--- config.mk ---
export PLATFORM = sky130hd
export DESIGN_NAME = pacc_top
export DESIGN_NICKNAME = d
export VERILOG_FILES = /design/src/rtl/pacc_pkg.sv /design/src/rtl/pacc_rst_sync.sv /design/src/rtl/pacc_pin_sync.sv /design/src/rtl/pacc_prescale.sv /design/src/rtl/pacc_counter.sv /design/src/rtl/pacc_top.sv
export SDC_FILE = /design/constraint.sdc
export NUM_CORES = 1
export LEC_CHECK = 0
export BUFFER_PORTS_ARGS = -buffer_cell sky130_fd_sc_hd__buf_2
export CAP_MARGIN = 20
export CORE_MARGIN = 2
export CORE_UTILIZATION = 50
export CTS_BUF_LIST = sky130_fd_sc_hd__clkbuf_4 sky130_fd_sc_hd__clkbuf_8 sky130_fd_sc_hd__clkbuf_16
export DETAILED_ROUTE_END_ITERATION = 10
export GPL_ROUTABILITY_DRIVEN = 0
export GPL_TIMING_DRIVEN = 0
export PLACE_DENSITY = 0.84
export SLEW_MARGIN = 20
export SYNTH_ARGS = -nofsm -noshare
export SYNTH_HDL_FRONTEND = slang
export SYNTH_SLANG_ARGS = --single-unit
--- constraint.sdc ---
create_clock -name clk -period 1.08 [get_ports clk]
set_input_delay 0.054 -clock clk [delete_from_list [all_inputs] [get_ports clk]]
set_output_delay 0.054 -clock clk [all_outputs]
set_load 0.1 [all_outputs]
--- src/rtl/pacc_pkg.sv ---
package pacc_pkg;

  typedef enum logic {
    PACC_EVENT = 1'b0,
    PACC_GATED = 1'b1
  } pacc_mode_e;

  typedef struct packed {
    logic level;
    logic rise;
    logic fall;
  } pacc_pin_s;

endpackage

--- src/rtl/pacc_rst_sync.sv ---
module pacc_rst_sync #(
  parameter int STAGES = 2
) (
  input  logic clk,
  input  logic rst_n,
  output logic rst_sync_n
);

  logic [STAGES-1:0] chain_q;
  logic [STAGES-1:0] chain_d;

  always_comb begin
    chain_d = {chain_q[STAGES-2:0], 1'b1};
  end

  always_ff @(posedge clk or negedge rst_n) begin
    if (!rst_n) begin
      chain_q <= '0;
    end else begin
      chain_q <= chain_d;
    end
  end

  assign rst_sync_n = chain_q[STAGES-1];

endmodule

--- src/rtl/pacc_pin_sync.sv ---
module pacc_pin_sync
  import pacc_pkg::*;
#(
  parameter int STAGES = 2
) (
  input  logic      clk,
  input  logic      rst_n,
  input  logic      pin_async,
  output pacc_pin_s pin
);

  logic [STAGES-1:0] stage_q;
  logic              prev_q;
  logic              level;

  for (genvar g = 0; g < STAGES; g++) begin : g_stage
    logic stage_d;
    if (g == 0) begin : g_first
      assign stage_d = pin_async;
    end else begin : g_rest
      assign stage_d = stage_q[g-1];
    end
    always_ff @(posedge clk or negedge rst_n) begin
      if (!rst_n) begin
        stage_q[g] <= 1'b0;
      end else begin
        stage_q[g] <= stage_d;
      end
    end
  end

  assign level = stage_q[STAGES-1];

  always_ff @(posedge clk or negedge rst_n) begin
    if (!rst_n) begin
      prev_q <= 1'b0;
    end else begin
      prev_q <= level;
    end
  end

  always_comb begin
    pin.level = level;
    pin.rise  = level & ~prev_q;
    pin.fall  = ~level & prev_q;
  end

endmodule

--- src/rtl/pacc_prescale.sv ---
module pacc_prescale #(
  parameter int PRE_W = 6
) (
  input  logic clk,
  input  logic rst_n,
  output logic tick
);

  logic [PRE_W-1:0] div_q;
  logic [PRE_W-1:0] div_d;

  always_comb begin
    div_d = div_q + 1'b1;
    tick  = &div_q;
  end

  always_ff @(posedge clk or negedge rst_n) begin
    if (!rst_n) begin
      div_q <= '0;
    end else begin
      div_q <= div_d;
    end
  end

endmodule

--- src/rtl/pacc_counter.sv ---
module pacc_counter #(
  parameter int CNT_W = 8
) (
  input  logic             clk,
  input  logic             rst_n,
  input  logic             inc,
  input  logic             wr,
  input  logic [CNT_W-1:0] wdata,
  input  logic             flag_clr,
  output logic [CNT_W-1:0] cnt,
  output logic             flag
);

  logic [CNT_W-1:0] cnt_q;
  logic [CNT_W-1:0] cnt_d;
  logic             flag_q;
  logic             flag_d;
  logic             wrap;
  logic             cnt_en;

  always_comb begin
    wrap   = inc & ~wr & (&cnt_q);
    cnt_en = inc | wr;
    if (wr) begin
      cnt_d = wdata;
    end else begin
      cnt_d = cnt_q + 1'b1;
    end
    flag_d = wrap | (flag_q & ~flag_clr);
  end

  always_ff @(posedge clk or negedge rst_n) begin
    if (!rst_n) begin
      cnt_q <= '0;
    end else if (cnt_en) begin
      cnt_q <= cnt_d;
    end
  end

  always_ff @(posedge clk or negedge rst_n) begin
    if (!rst_n) begin
      flag_q <= 1'b0;
    end else begin
      flag_q <= flag_d;
    end
  end

  assign cnt  = cnt_q;
  assign flag = flag_q;

endmodule

--- src/rtl/pacc_top.sv ---
module pacc_top
  import pacc_pkg::*;
#(
  parameter int CNT_W       = 8,
  parameter int PRE_W       = 6,
  parameter int SYNC_STAGES = 2
) (
  input  logic             clk,
  input  logic             rst_n,
  input  logic             pai_async,
  input  logic             en,
  input  logic             mode,
  input  logic             edge_sel,
  input  logic             cnt_wr,
  input  logic [CNT_W-1:0] cnt_wdata,
  output logic [CNT_W-1:0] cnt_rdata,
  output logic             ovf_flag,
  input  logic             flag_wr,
  input  logic             flag_wdata
);

  logic       rst_int_n;
  pacc_pin_s  pin;
  logic       tick;
  logic       edge_hit;
  logic       gate_open;
  logic       inc;
  logic       flag_clr;
  pacc_mode_e mode_e;

  pacc_rst_sync #(.STAGES(2)) u_rst_sync (
    .clk        (clk),
    .rst_n      (rst_n),
    .rst_sync_n (rst_int_n)
  );

  pacc_pin_sync #(.STAGES(SYNC_STAGES)) u_pin_sync (
    .clk       (clk),
    .rst_n     (rst_int_n),
    .pin_async (pai_async),
    .pin       (pin)
  );

  pacc_prescale #(.PRE_W(PRE_W)) u_prescale (
    .clk   (clk),
    .rst_n (rst_int_n),
    .tick  (tick)
  );

  always_comb begin
    mode_e    = pacc_mode_e'(mode);
    edge_hit  = edge_sel ? pin.fall : pin.rise;
    gate_open = edge_sel ? ~pin.level : pin.level;
    unique case (mode_e)
      PACC_GATED: inc = en & tick & gate_open;
      default:    inc = en & edge_hit;
    endcase
    flag_clr = flag_wr & flag_wdata;
  end

  pacc_counter #(.CNT_W(CNT_W)) u_counter (
    .clk      (clk),
    .rst_n    (rst_int_n),
    .inc      (inc),
    .wr       (cnt_wr),
    .wdata    (cnt_wdata),
    .flag_clr (flag_clr),
    .cnt      (cnt_rdata),
    .flag     (ovf_flag)
  );

endmodule

==> flow_metrics.py, run 1 <==
metrics = {
    "clock_network": {
        "cts_tree": "built",
        "cts_num_sinks": 20,
        "clk-insertion-delay-late_ns": 0.30,
        "numCtsBuffers": 3,
        "cts_buffer_depth": 2,
        "h-tree-depth": 1,
        "clock-root-buffer": "clkbuf_4",
        "cts.reportedPaths.clkPinSlew_ns": 0.11,
    },
    "logic_synthesis": {
        "async_flop_share_pct": 100,
        "syn_area_sq_um": 1000,
        "synthCells": 94,
        "synth_ff_type": "dfrtp_1",
        "netlist-cell-type-count": 37,
        "synth_edf_count": 0,
        "syn_nets": 113,
        "syn_avg_cell_area_sq_um": 10.6,
        "synth_warnings": 0,
        "synth.yosys.seq_area_share_pct": 50.1,
        "synth_seq_cells": 20,
    },
    "placed_design": {
        "dp_cells": 146,
        "hpwl_um": 1580,
        "port_buffers": 25,
    },
    "setup_path": {
        "critPathBufInv": 0,
        "crit_type": "reg2reg",
        "cpMaxStageDelayCell": "or4b_4",
        "cp-end-kind": "register",
        "cp_slowest_stage_delay_ns": 0.53,
        "startpoint_type": "register",
        "required_ns": 1.32,
        "arrival_ns": 1.80,
        "critPathTopFamily": "simple AND/OR/NAND/NOR gates",
        "crit_fanout": 6,
        "path_cells": "and3b_4 > o21a_4 > or4b_4 > nand3_2",
    },
    "power": {
        "peakVddDrop_mv": 0.972,
        "total_power_uw": 2030,
        "powerDensity_nw_per_um2": 1320,
        "p_leak_uw": 0.000657,
    },
    "sta": {
        "period_share_pct": 145,
        "finClkSkew_ns": 0.00384,
        "fmax_mhz": 639,
        "max_slew.worst_pin.slew_ns": 0.734,
        "setup_violations": 12,
        "setup_ws_ns": -0.485,
        "rsz0062_at_grt": "yes",
        "finalHoldViolCount": 0,
        "relSlewSlack_pct": 51.1,
        "period_needed_ns": 1.56,
        "drv_slew": 0,
    },
    "finish": {
        "areaGrowthSynthToFinish_pct": 53.4,
        "ff_latch_area_sq_um": 524,
        "layout.cells.non_filler": 168,
        "n_fill_cell": 127,
        "drive_gt1_share_pct": 42.6,
        "layout.nets": 161,
        "n_antenna_cell": 0,
        "multiInputGateArea_sq_um": 537,
    },
    "status": {
        "status": "finished with violations",
        "violations": "setup timing",
    },
    "routing": {
        "via_per_inst": 5.85,
        "drcViolationCount": 0,
        "ant_nets": 0,
        "wl_per_cell_um": 16.7,
        "via_count": 982,
        "drt_first_pass_iters": 4,
        "finalWirelength_um": 2800,
        "drt_iter0_markers": 13,
    },
    "worst_hold_path": {
        "hold_class": "in2reg",
    },
    "grt": {
        "grt_pass1_vias": 959,
        "grt_overflow": 0,
        "track_usage_pct": 23.5,
        "grt_max_degree": 19,
        "antenna_found_initial": 0,
        "grt_pass1_wl_um": 4290,
    },
    "die": {
        "initial_core_util_pct": 52.0,
        "io_pins": 26,
        "die_area_sq_um": 2370,
        "core_region_area_sq_um": 1920,
        "die_h_um": 48.7,
        "die_x_um": 48.7,
        "fp-row-count": 16,
    },
    "flow_run": {
        "cap_viol_max_count": 0,
    },
}
-- cells by family after synthesis --
group                      share of synthesized area (%)
buffers and inverters                               1.88
DFF                                                 50.1
AOI/OAI and AO/OA                                   16.8
and+or+nand+nor                                     24.0
xor gates and xnor gates                            4.38
other                                              0.375
adders and majority gates                           2.50
-- worst reg2reg max path: stages (launching register included) --
cell and delay (ns):
dfrtp_1 0.43, and3b_4 0.24, o21a_4 0.24, or4b_4 0.53
nand3_2 0.07
-- cell type report --
type	count	share of cell area, %
Buffer	2	0.489
Clock buffer	4	2.37
Inverter	3	0.734
Multi-Input combinational cell	69	35.0
Sequential cell	20	34.2
Tap cell	27	2.20
Timing Repair Buffer	43	25.0
-- cell usage after synthesis (all sizes together), types with 2 or more instances --
cell type | instances | share of area, %
xor2 | 2 | 1.8
nor2b | 5 | 3.1
and3 | 2 | 1.3
nand4 | 3 | 1.9
inv | 3 | 1.1
a22oi | 4 | 3.0
o21ai | 3 | 1.5
ha | 2 | 2.5
xnor2 | 3 | 2.6
nor3b | 2 | 2.0
clkbuf | 2 | 0.75
o21a | 2 | 2.3
o211ai | 4 | 3.0
dfrtp | 20 | 50
nor2 | 2 | 0.75
nand2 | 5 | 1.9
or3 | 2 | 1.3
a2111o | 2 | 2.3
nand3 | 11 | 5.5
-- report_power, final --
group	switching (uW)	internal [uW]
Sequential	65.9	814
Combinational	445	271
Clock	227	206
Total	738	1290
-- per-layer routing --
metal,part of all wire (%),track usage [%],wire length (um),vias to the layer above
met5,0,0,0,-
li1,-,-,-,450
met1,41,26.4,1140,488
met3,5.6,4.01,158,4
met4,0.89,8.10,25,0
met2,53,44.3,1480,40
-- final timing paths --
path,to,from,cells past startpoint,slack (ns)
hold reg to reg,u_counter.cnt[4]$_DFFE_PN0P_,u_rst_sync.chain_q[1]$_DFF_PN0_,0,0.31
setup / recovery,u_counter.cnt[1]$_DFFE_PN0P_,u_pin_sync.level$_DFF_PN0_,4,-0.48
max in group asynchronous,u_counter.cnt[0]$_DFFE_PN0P_,u_rst_sync.chain_q[1]$_DFF_PN0_,0,0.23
min in group asynchronous,u_rst_sync.chain_q[0]$_DFF_PN0_,rst_n,2,0.06
hold / removal,u_counter.cnt[6]$_DFFE_PN0P_,cnt_wdata[6],3,0.004
setup reg to reg,u_counter.cnt[1]$_DFFE_PN0P_,u_pin_sync.level$_DFF_PN0_,4,-0.48
-- cell usage in the layout (no fill, tap or decap), types with 2 or more instances in the layout --
cell type | Yosys | layout
dlygate4sd3_1 | 0 | 5
clkbuf_4 | 0 | 3
xnor2_1 | 3 | 3
clkbuf_1 | 2 | 2
buf_12 | 0 | 5
nand4_1 | 3 | 3
dfrtp_4 | 0 | 6
a2111o_1 | 2 | 2
xor2_1 | 2 | 2
buf_4 | 0 | 11
inv_1 | 3 | 3
nand2_1 | 5 | 5
buf_2 | 0 | 16
a22oi_1 | 4 | 4
or3_1 | 2 | 2
nor2b_1 | 5 | 5
nand3_1 | 11 | 10
dfrtp_1 | 20 | 13
o211ai_1 | 4 | 4
nor2_1 | 2 | 2
buf_6 | 0 | 5
-- flip-flops by register name, indices dropped and copies added (netlist names) --
name	cells
u_prescale.div_q	6
u_rst_sync.chain_q	2
u_pin_sync.g_stage.stage_d	1
u_pin_sync.prev_q	1
u_counter.flag	1
u_pin_sync.level	1
u_counter.cnt	8
-- repair_timing --
action	4_1_cts	5_1_grt
hold buffers	5	0
hold endpoints to repair	6	0
setup endpoints to repair	18	16
setup buffers	11	3
pin swaps	7	1
gates resized for setup	29	11
-- per-stage QoR --
stage	setup TNS (ns)	utilization (%)	setup slack, ns	instance area, sq um	hold WS (ns)
5_1_grt	-4.59	79.8	-0.539	1530	0.00574
3_5_place_dp	-4.43	62.6	-0.537	1200	-0.158
6_report	-4.04	79.8	-0.485	1530	0.00414
4_1_cts	-3.68	77.0	-0.456	1480	0.00120
3_3_place_gp	-4.06	62.6	-0.514	1200	-0.161
2_1_floorplan	-3.40	-	-0.491	1040	-0.242
No activity file was read; power rests on OpenSTA's default activity.
==> inputs of run 2 (changes only) <==
==> constraint.sdc (replaced) <==
create_clock -name clk -period 2 [get_ports clk]
set_input_delay 0.1 -clock clk [delete_from_list [all_inputs] [get_ports clk]]
set_output_delay 0.1 -clock clk [all_outputs]
set_load 0.1 [all_outputs]
==> run 2 against run 1 <==
Net effect: the run now ends clean; critical path depth rose by 1; sequential share of layout area rose by 6.7 points; fmax fell by 9.8%; via count fell by 11%.
==> flow_metrics.py, run 2 (same netlist as run 1, synthesis figures left out) <==
metrics = {
    "finish": {
        "drive_gt1_share_pct": 26.8,
        "n_antenna_cell": 0,
        "layout.nets": 147,
        "ff_latch_area_sq_um": 503,
        "layout_common_cells": "buf_2 (25), dfrtp_1 (18), nand3_1 (11)",
        "multiInputGateArea_sq_um": 480,
        "n_fill_cell": 167,
        "areaGrowthSynthToFinish_pct": 23.2,
        "layout.cells.non_filler": 154,
        "largest_reg_flops": 8,
        "fin_util_pct": 64.1,
        "mostFrequentLayoutCell": "buf_2",
    },
    "status": {
        "status": "finished clean",
    },
    "power": {
        "powerDensity_nw_per_um2": 774,
        "total_power_uw": 953,
        "peakVddDrop_mv": 0.439,
        "p_leak_uw": 0.000547,
    },
    "clock_network": {
        "cts_buffer_depth": 2,
        "postCtsSetupRepairBufs": 0,
        "h-tree-depth": 1,
        "clk-insertion-delay-late_ns": 0.30,
        "cts_tree": "built",
        "cts_resized": 0,
        "cts.reportedPaths.clkPinSlew_ns": 0.11,
        "clock-root-buffer": "clkbuf_4",
        "hold_buffers": 4,
        "numCtsBuffers": 3,
        "cts_num_sinks": 20,
    },
    "routing": {
        "finalWirelength_um": 2070,
        "drt_first_pass_iters": 4,
        "via_count": 871,
        "via_per_inst": 5.66,
        "wl_per_cell_um": 13.4,
        "ant_nets": 0,
        "drt_iter0_markers": 10,
        "drcViolationCount": 0,
    },
    "grt": {
        "track_usage_pct": 20.4,
        "grt_overflow": 0,
        "grt_pass1_wl_um": 3750,
        "antenna_found_initial": 0,
        "grt_max_degree": 19,
        "grt_pass1_vias": 845,
    },
    "die": {
        "die_x_um": 48.7,
        "die_area_sq_um": 2370,
        "core_region_area_sq_um": 1920,
        "io_pins": 26,
        "fp-row-count": 16,
        "initial_core_util_pct": 52.0,
        "die_h_um": 48.7,
    },
    "worst_hold_path": {
        "hold_class": "in2reg",
        "min-delay-start": "cnt_wdata[2]",
    },
    "setup_path": {
        "cp-end-kind": "register",
        "rrSetupSlack_ns": 0.26,
        "startpoint_type": "register",
        "cp-startpoint": "u_prescale.div_q[0]$_DFF_PN0_",
        "cpMaxStageDelayCell": "or4b_1",
        "cp_slowest_stage_delay_ns": 0.50,
        "crit_type": "reg2reg",
        "required_ns": 2.24,
        "crit_fanout": 6,
        "path_cells": "ha_1 > and4_1 > and3_1 > or4b_1 > nand3_1",
        "arrival_ns": 1.98,
        "r2r_start": "u_prescale.div_q[0]$_DFF_PN0_",
    },
    "sta": {
        "setup_violations": 0,
        "setup_ws_ns": 0.264,
        "period_needed_ns": 1.74,
        "period_share_pct": 86.8,
        "drv_slew": 0,
        "max_slew.worst_pin.slew_ns": 0.715,
        "finalHoldViolCount": 0,
        "fmax_mhz": 576,
        "relSlewSlack_pct": 52.3,
        "finClkSkew_ns": 0.00974,
        "rsz0062_at_grt": "no",
        "final.setup.tns_ns": 0,
    },
    "flow_run": {
        "cap_viol_max_count": 0,
    },
    "placed_design": {
        "dp_cells": 146,
        "hpwl_um": 1570,
        "pre_cts_slack_ns": 0.266,
        "port_buffers": 25,
    },
}
==> run 2: cell count changes in the layout (fill, tap and decap cells not counted), sizes merged <==
cell	previous run	this run
buf	38	25
dlygate4sd3	5	4
==> run 2: path summary, 6_finish.rpt <==
kind / end / cells after the start
min in group asynchronous: u_rst_sync.chain_q[0]$_DFF_PN0_ / 2
max in group asynchronous: u_counter.cnt[2]$_DFFE_PN0P_ / 0
min: u_counter.cnt[2]$_DFFE_PN0P_ / 2
max reg2reg: u_counter.cnt[1]$_DFFE_PN0P_ / 5
min reg2reg: u_prescale.div_q[2]$_DFF_PN0_ / 0
max: u_counter.cnt[1]$_DFFE_PN0P_ / 5
==> run 2: metrics by stage <==
stage / cell area, sq um / hold WS (ns)
2_1_floorplan: 1000 / -0.196
3_3_place_gp: 1160 / -0.115
3_5_place_dp: 1160 / -0.114
4_1_cts: 1230 / 0.0328
5_1_grt: 1230 / 0.0201
6_report: 1230 / 0.0399
==> run 2: power by group <==
| part | internal, uW | total, uW | switching, uW |
|---|---|---|---|
| logic | 70.2 | 281 | 211 |
| registers | 430 | 463 | 32.3 |
| clock network | 91.1 | 210 | 119 |
==> run 2: metal layers <==
layer  up-vias  global-route usage, %  part of all wire (%)
li1        419                      -                     -
met1       422                   25.2                    44
met2        28                   35.6                    51
met3         2                   3.70                   4.0
met4         0                   7.14                  0.92
met5         -                      0                     0
==> run 2: area by class of cell <==
cell class                 count  share of cell area [%]
buffer                         2                   0.610
clock buffer                   4                    2.44
inverter                       3                   0.915
multi-input combinational     69                    39.0
sequential                    20                    40.9
tap                           27                    2.74
timing repair buffer          29                    13.4
==> run 2: critical path: cells and delay by family (launching register included) <==
kind | cells | cell delay (ns)
fa+ha+maj | 1 | 0.25
simple gates | 4 | 1.01
flops | 1 | 0.42
